`config.mk`:
```
export PLATFORM = sky130hd
export DESIGN_NAME = crossing_ctrl
export DESIGN_NICKNAME = d
export VERILOG_FILES = /design/src/rtl/crossing_pkg.sv /design/src/rtl/crossing_sync.sv /design/src/rtl/crossing_edge.sv /design/src/rtl/crossing_timer.sv /design/src/rtl/crossing_fsm.sv /design/src/rtl/crossing_ctrl.sv
export SDC_FILE = /design/constraint.sdc
export NUM_CORES = 1
export LEC_CHECK = 0
export BUFFER_PORTS_ARGS = -buffer_cell sky130_fd_sc_hd__buf_2
export CORE_UTILIZATION = 59
export DETAILED_ROUTE_END_ITERATION = 8
export PLACE_DENSITY = 0.83
export SLEW_MARGIN = 20
export SYNTH_ARGS = -nofsm -noshare
export SYNTH_HDL_FRONTEND = slang
export SYNTH_SLANG_ARGS = --single-unit
```
`constraint.sdc`:
```
create_clock -name clk -period 4.35 [get_ports clk]
set_clock_uncertainty 0.1 [all_clocks]
set_input_delay 0.6525 -clock clk [delete_from_list [all_inputs] [get_ports clk]]
set_output_delay 0.6525 -clock clk [all_outputs]
set_load 0.01 [all_outputs]
```
`src/rtl/crossing_pkg.sv`:
```
package crossing_pkg;

    typedef enum logic [3:0] {
        ST_IDLE       = 4'd0,
        ST_MAIN_GO    = 4'd1,
        ST_MAIN_WARN  = 4'd2,
        ST_MTURN_GO   = 4'd3,
        ST_MTURN_WARN = 4'd4,
        ST_SIDE_GO    = 4'd5,
        ST_SIDE_WARN  = 4'd6,
        ST_STURN_GO   = 4'd7,
        ST_STURN_WARN = 4'd8,
        ST_ALL_STOP   = 4'd9,
        ST_NIGHT      = 4'd10
    } phase_e;

    typedef enum logic [2:0] {
        LAMP_RED  = 3'b001,
        LAMP_YEL  = 3'b010,
        LAMP_GRN  = 3'b100,
        LAMP_FRED = 3'b101,
        LAMP_FYEL = 3'b110
    } lamp_e;

    // positions of the asynchronous inputs in the synchroniser vector
    localparam int IN_MLEFT  = 0;
    localparam int IN_SLEFT  = 1;
    localparam int IN_NIGHT  = 2;
    localparam int IN_MANUAL = 3;
    localparam int IN_COUNT  = 4;

endpackage

```
`src/rtl/crossing_sync.sv`:
```
module crossing_sync #(
    parameter int WIDTH  = 4,
    parameter int STAGES = 2
) (
    input  logic             clk,
    input  logic             rst_n,
    input  logic [WIDTH-1:0] async_in,
    output logic [WIDTH-1:0] sync_out
);
    logic [WIDTH-1:0] chain [STAGES];

    always_ff @(posedge clk or negedge rst_n) begin
        if (!rst_n) begin
            for (int i = 0; i < STAGES; i++) chain[i] <= '0;
        end else begin
            chain[0] <= async_in;
            for (int i = 1; i < STAGES; i++) chain[i] <= chain[i-1];
        end
    end

    assign sync_out = chain[STAGES-1];
endmodule

```
`src/rtl/crossing_edge.sv`:
```
module crossing_edge (
    input  logic clk,
    input  logic rst_n,
    input  logic level,
    output logic rise
);
    logic level_q;

    always_ff @(posedge clk or negedge rst_n) begin
        if (!rst_n) level_q <= 1'b0;
        else        level_q <= level;
    end

    assign rise = level & ~level_q;
endmodule

```
`src/rtl/crossing_timer.sv`:
```
module crossing_timer #(
    parameter int CW = 3
) (
    input  logic          clk,
    input  logic          rst_n,
    input  logic          tick,
    input  logic          run,
    input  logic          restart,
    input  logic [CW-1:0] limit,
    output logic          done
);
    logic [CW-1:0] cnt;

    always_ff @(posedge clk or negedge rst_n) begin
        if (!rst_n)              cnt <= '0;
        else if (restart)        cnt <= '0;
        else if (run && tick)    cnt <= cnt + 1'b1;
    end

    assign done = run && tick && (cnt == limit - 1'b1);
endmodule

```
`src/rtl/crossing_fsm.sv`:
```
module crossing_fsm
    import crossing_pkg::*;
#(
    parameter int GREEN_TICKS  = 6,
    parameter int YELLOW_TICKS = 1,
    parameter int LEFT_TICKS   = 3,
    parameter int CW           = 3
) (
    input  logic          clk,
    input  logic          rst_n,
    input  logic          start,
    input  logic          mleft,
    input  logic          sleft,
    input  logic          night_s,
    input  logic          man_pulse,
    input  logic          done,
    output logic          run,
    output logic          restart,
    output logic [CW-1:0] limit,
    output logic [2:0]    main_lamp,
    output logic [2:0]    main_turn_lamp,
    output logic [2:0]    side_lamp,
    output logic [2:0]    side_turn_lamp
);
    phase_e state, next;
    logic   man_pend;

    // state register and the manual edge held during side yellow
    always_ff @(posedge clk or negedge rst_n) begin
        if (!rst_n) begin
            state    <= ST_IDLE;
            man_pend <= 1'b0;
        end else begin
            state    <= next;
            man_pend <= (state == ST_SIDE_WARN && next == ST_SIDE_WARN)
                        ? (man_pend | man_pulse) : 1'b0;
        end
    end

    always_comb begin
        next = state;
        unique case (state)
            ST_IDLE:       if (start) next = ST_MAIN_GO;
            ST_MAIN_GO:    if (done)  next = ST_MAIN_WARN;
            ST_MAIN_WARN:  if (done)  next = mleft ? ST_MTURN_GO : ST_SIDE_GO;
            ST_MTURN_GO:   if (done)  next = ST_MTURN_WARN;
            ST_MTURN_WARN: if (done)  next = ST_SIDE_GO;
            ST_SIDE_GO:    if (done)  next = ST_SIDE_WARN;
            ST_SIDE_WARN: begin
                if (done) begin
                    if (man_pend || man_pulse) next = ST_ALL_STOP;
                    else if (night_s)          next = ST_NIGHT;
                    else if (sleft)            next = ST_STURN_GO;
                    else                       next = ST_MAIN_GO;
                end
            end
            ST_STURN_GO:   if (done)  next = ST_STURN_WARN;
            ST_STURN_WARN: if (done)  next = ST_MAIN_GO;
            ST_ALL_STOP:   if (man_pulse) next = night_s ? ST_NIGHT : ST_MAIN_GO;
            ST_NIGHT: begin
                if (man_pulse)     next = ST_ALL_STOP;
                else if (!night_s) next = ST_MAIN_GO;
            end
            default:       next = ST_IDLE;
        endcase
    end

    // phase length selection for the timer
    always_comb begin
        run   = 1'b1;
        limit = CW'(YELLOW_TICKS);
        unique case (state)
            ST_MAIN_GO, ST_SIDE_GO:   limit = CW'(GREEN_TICKS);
            ST_MTURN_GO, ST_STURN_GO: limit = CW'(LEFT_TICKS);
            ST_MAIN_WARN, ST_MTURN_WARN,
            ST_SIDE_WARN, ST_STURN_WARN: limit = CW'(YELLOW_TICKS);
            default:                  run   = 1'b0;
        endcase
    end

    assign restart = (next != state);

    // Moore output decode
    always_comb begin
        main_lamp      = LAMP_RED;
        main_turn_lamp = LAMP_RED;
        side_lamp      = LAMP_RED;
        side_turn_lamp = LAMP_RED;
        unique case (state)
            ST_MAIN_GO:    main_lamp      = LAMP_GRN;
            ST_MAIN_WARN:  main_lamp      = LAMP_YEL;
            ST_MTURN_GO:   main_turn_lamp = LAMP_GRN;
            ST_MTURN_WARN: main_turn_lamp = LAMP_YEL;
            ST_SIDE_GO:    side_lamp      = LAMP_GRN;
            ST_SIDE_WARN:  side_lamp      = LAMP_YEL;
            ST_STURN_GO:   side_turn_lamp = LAMP_GRN;
            ST_STURN_WARN: side_turn_lamp = LAMP_YEL;
            ST_ALL_STOP: begin
                main_lamp      = LAMP_FRED;
                main_turn_lamp = LAMP_FRED;
                side_lamp      = LAMP_FRED;
                side_turn_lamp = LAMP_FRED;
            end
            ST_NIGHT: begin
                main_lamp      = LAMP_FYEL;
                main_turn_lamp = LAMP_FYEL;
                side_lamp      = LAMP_FRED;
                side_turn_lamp = LAMP_FRED;
            end
            default: ;
        endcase
    end
endmodule

```
`src/rtl/crossing_ctrl.sv`:
```
module crossing_ctrl
    import crossing_pkg::*;
#(
    parameter int GREEN_TICKS  = 6,
    parameter int YELLOW_TICKS = 1,
    parameter int LEFT_TICKS   = 3
) (
    input  logic       clk,
    input  logic       rst_n,
    input  logic       tick,
    input  logic       start,
    input  logic       main_left_req,
    input  logic       side_left_req,
    input  logic       night,
    input  logic       manual,
    output logic [2:0] main_lamp,
    output logic [2:0] main_turn_lamp,
    output logic [2:0] side_lamp,
    output logic [2:0] side_turn_lamp
);
    localparam int MAX_GY  = (GREEN_TICKS > YELLOW_TICKS) ? GREEN_TICKS : YELLOW_TICKS;
    localparam int MAX_T   = (MAX_GY > LEFT_TICKS) ? MAX_GY : LEFT_TICKS;
    localparam int CW      = $clog2(MAX_T + 1);

    logic [IN_COUNT-1:0] raw_in, sync_in;
    logic                man_pulse;
    logic                run, restart, done;
    logic [CW-1:0]       limit;

    always_comb begin
        raw_in            = '0;
        raw_in[IN_MLEFT]  = main_left_req;
        raw_in[IN_SLEFT]  = side_left_req;
        raw_in[IN_NIGHT]  = night;
        raw_in[IN_MANUAL] = manual;
    end

    crossing_sync #(.WIDTH(IN_COUNT), .STAGES(2)) u_sync (
        .clk      (clk),
        .rst_n    (rst_n),
        .async_in (raw_in),
        .sync_out (sync_in)
    );

    crossing_edge u_edge (
        .clk   (clk),
        .rst_n (rst_n),
        .level (sync_in[IN_MANUAL]),
        .rise  (man_pulse)
    );

    crossing_timer #(.CW(CW)) u_timer (
        .clk     (clk),
        .rst_n   (rst_n),
        .tick    (tick),
        .run     (run),
        .restart (restart),
        .limit   (limit),
        .done    (done)
    );

    crossing_fsm #(
        .GREEN_TICKS  (GREEN_TICKS),
        .YELLOW_TICKS (YELLOW_TICKS),
        .LEFT_TICKS   (LEFT_TICKS),
        .CW           (CW)
    ) u_fsm (
        .clk            (clk),
        .rst_n          (rst_n),
        .start          (start),
        .mleft          (sync_in[IN_MLEFT]),
        .sleft          (sync_in[IN_SLEFT]),
        .night_s        (sync_in[IN_NIGHT]),
        .man_pulse      (man_pulse),
        .done           (done),
        .run            (run),
        .restart        (restart),
        .limit          (limit),
        .main_lamp      (main_lamp),
        .main_turn_lamp (main_turn_lamp),
        .side_lamp      (side_lamp),
        .side_turn_lamp (side_turn_lamp)
    );
endmodule

```
==> summary.md <==
| Metric | Value |
|---|---|
| Result of the run | finished, final reports clean |
| TritonCTS Sinks | 17 |
| Maximum fanout encountered on the critical timing path | 19 |
| Mean instance size in the synthesized netlist | 8.65 sq um |
| Total Power | ~740 uW |
| Area of the die | 2160 sq um |
| DRT Wirelength | between 2 and 2.5 mm |
| Proportion of register bits with asynchronous set or reset after synthesis | 1.00 |
| Clk Tree Root Cell | sky130_fd_sc_hd__clkbuf_4 |
| Cell-by-cell trace of the critical path | nor2b_1 -> nand2_1 -> o21ai_0 -> nand2_1 -> o21ai_0 -> buf_2 |
| Power per Cell Area | slightly below 600 nW/um^2 |
| Synthesized area | approximately 1200 sq um |
| Quantity of hold-fixing buffers added after cts | 0 |
| Depth of the worst register-to-register path | 6 |
| Flip-flop cell with the highest count after synthesis | sky130_fd_sc_hd__dfrtp_1 |
| TritonCTS clock tree | yes |
| DRC | 0 |
| Setup violation total in the final timing report | 0 |
| Met2 global-route usage | 0.392 |
| Unrepaired setup endpoints after global routing | no |
| Most used standard cells in the synthesized netlist | 17 x sky130_fd_sc_hd__dfrtp_1, 14 x sky130_fd_sc_hd__nor2_1, 13 x sky130_fd_sc_hd__o21ai_0 |
| Most congested layer reported by global routing | met2 |
| Via count | roughly 1100 |
| Wire length of the first global-routing pass | 4.04 mm |
| Nature of the critical path endpoint | output pin |
| Max frequency | about 0.38 GHz |
| Register bit count reported by yosys | 17 |
| Core Footprint | 1780 sq um |
| IO Pins | 20 |
| Post-route clock period utilization | 0.611 |
| Compound-Gate Fraction of Synth Area | 0.247 |
| Net count after synthesis | 144 |
| CTS clk-pin slew, worst paths | 0.09 ns |
| Cell with the largest stage delay on the worst path | sky130_fd_sc_hd__dfrtp_1 |
| GRT Residual Overflow | 0 |
| Filler Cells Inserted | 146 |
| Final HPWL from detailed placement | 1.83 mm |
| HP Class | in2async |
| Total of max-cap violations | 0 |
| Standard-cell row count | 15 |
| Post-synth top area share | 0.364 |
| R2R Path Start | u_fsm.state[0] |
| Data arrival time of the critical path | 1.91 ns |
| Final-stage net count | 159 |
| Worst path max stage delay | 0.73 ns |
| Detail-routed net length per standard cell | 14.2 um |
| Endpoints failing hold | 0 |
| Leak | between 0.0005 and 0.0006 uW |
| Final setup TNS | 0 ns |
| Share of post-route cells with drive strength above 1 | 0.215 |
| Routability congestion estimate | 0.961 |
| Clock buffer count from CTS | 3 |
| Synth Area in Adders | 0.0107 |
| Peak VDD IR | 0.391 mV |
| Combinational family with the most area after synthesis | simple AND/OR/NAND/NOR gates |
| Number of inserted diodes | 0 |
| Final critical delay including setup and external delays | 2.66 ns |
| Endpoint of the most critical register-to-register path | u_fsm.state[0] |
| Layout area overhead | 8.57% |
| Top cell type by total area after synthesis | sky130_fd_sc_hd__dfrtp_1 |
| Most frequently used cell type in the post-synthesis netlist | sky130_fd_sc_hd__dfrtp_1 |
| Min Hold Slack | 0.170 ns |
| Pre-antenna DRT Iters | 4 |
| Dpl ws | 2.00 ns |
| Initial standard-cell utilization of the core | 0.655 |
| Number of instances in the synthesized netlist | 135 |
| Chip Height | 46.5 um |
| Proportion of synthesized area in mux cells | 0.0364 |
| Met3 layer usage reported by global route | 0.0275 |
| Final standard cell utilization of the core | 0.711 |
| Seq/Total Area, Yosys | 0.364 |
| Worst setup slack for register-to-register paths | 1.96 ns |
| Global routing usage on met1 | 0.379 |
| Final antenna-violating net count | 0 |
| Vias in the first global route | 925 |
| Synth unique cells | 45 |
| Fin. max-slew vios | 0 |
| Pin count of the biggest net entering global routing | 23 |
| Die boundary width | 46.5 um |
| Ys Warns | 0 |
| Type of origin of the critical path | flop |
| Count of port buffers added during placement | 19 |
| Transition time of the tightest slew-check pin | 0.695 ns |
| Worst path bufs/invs | 1 |
| Detailed Route Iter0 Violations | 35 |
| Buffer count from post-CTS setup fixing | 0 |
| Global Route Usage Sum | 0.264 |
| Kind of critical path | reg2out |
| Clock insertion delay at the later pin of the skew report | between 0.2 and 0.3 ns |
| Post-synthesis simple-gate area fraction | 0.268 |
| Post-Synth XOR/XNOR Area | 0.0150 |
| Antenna violations before repair | 0 |
| Relative slew slack | 0.537 |
| CTS H-Tree Depth | 1 |
| Worst setup slack after layout | roughly 1.7 ns |
| Largest delay contributor family on the critical path | flip-flops |
| Largest cells by area after synthesis | sky130_fd_sc_hd__dfrtp_1 36%, sky130_fd_sc_hd__o21ai_0 5.6%, sky130_fd_sc_hd__nor2_1 4.5% |
| EDFF count, synth | 0 |
| Number of buffers on the longest clock path | 2 |
| Required arrival time at the worst endpoint | approximately 3.6 ns |
| Post-cts resize count | 0 |
| Via count normalized by instance count | 6.06 |
[report_power, final]
part	switching, uW	internal [uW]	leakage, uW
clock	43.1	34.0	0.0000177
combinational	216	172	0.000315
sequential	89.8	187	0.000209
[per-layer routing]
| layer | vias to the layer above | share of wire |
|---|---|---|
| li1 | 516 | - |
| met1 | 479 | 0.45 |
| met2 | 55 | 0.47 |
| met3 | 4 | 0.074 |
| met4 | 0 | 0.011 |
| met5 | - | 0 |
[registers in the layout, indices dropped and copies added (netlist names)]
register         cells
u_sync.sync_out      4
u_fsm.man_pend       1
u_timer.cnt          3
u_sync.chain         4
u_fsm.state          4
u_edge.level_q       1
[how the worst max path moves through the flow]
stage	from	end	cells past startpoint
final	u_fsm.state[1]	side_turn_lamp[2]	6
after CTS	u_fsm.state[1]	side_turn_lamp[2]	6
after floorplan	u_fsm.state[1]	main_turn_lamp[0]	6
after global routing	u_fsm.state[1]	side_turn_lamp[2]	6
after detailed placement	u_fsm.state[0]	u_fsm.state[0]	6
after global placement	u_fsm.state[1]	side_turn_lamp[2]	6
[cell type report]
| type | instances | area, sq um | area share |
|---|---|---|---|
| clock inverter | 1 | 5.00 | 0.00395 |
| sequential | 17 | 425 | 0.336 |
| inverter | 4 | 15.0 | 0.0118 |
| tap | 25 | 31.3 | 0.0247 |
| timing repair buffer | 19 | 95.1 | 0.0750 |
| multi-input combinational | 105 | 673 | 0.531 |
| clock buffer | 3 | 22.5 | 0.0178 |
[kinds of logic (layout without fill, tap and decap cells)]
| family | count (synthesis) | count (layout) |
|---|---|---|
| simple gates | 58 | 58 |
| xor+xnor | 2 | 2 |
| compound gates | 41 | 41 |
| buf+inv | 13 | 27 |
| mux | 3 | 3 |
| fa+ha+maj | 1 | 1 |
| flops | 17 | 17 |
[through the flow]
step	cells	area [sq um]
after floorplan	135	1170
after global placement	170	1240
after detailed placement	170	1240
after CTS	174	1270
after global routing	174	1270
final	174	1270
[layout by cell type (no fill, tap or decap), types with 2 or more instances in the layout]
master,n
sky130_fd_sc_hd__buf_2,19
sky130_fd_sc_hd__dfrtp_1,17
sky130_fd_sc_hd__nor2_1,14
sky130_fd_sc_hd__o21ai_0,13
sky130_fd_sc_hd__nand2_1,11
sky130_fd_sc_hd__nand2b_1,8
sky130_fd_sc_hd__nor3_1,8
sky130_fd_sc_hd__a21oi_1,7
sky130_fd_sc_hd__nor2b_1,4
sky130_fd_sc_hd__inv_1,3
sky130_fd_sc_hd__nor4_1,3
sky130_fd_sc_hd__and3_1,3
sky130_fd_sc_hd__clkbuf_4,3
sky130_fd_sc_hd__nand4bb_1,2
sky130_fd_sc_hd__a21oi_2,2
sky130_fd_sc_hd__o21bai_1,2
sky130_fd_sc_hd__mux2i_1,2
sky130_fd_sc_hd__a31oi_1,2
Power figures use the tool's default switching activity.
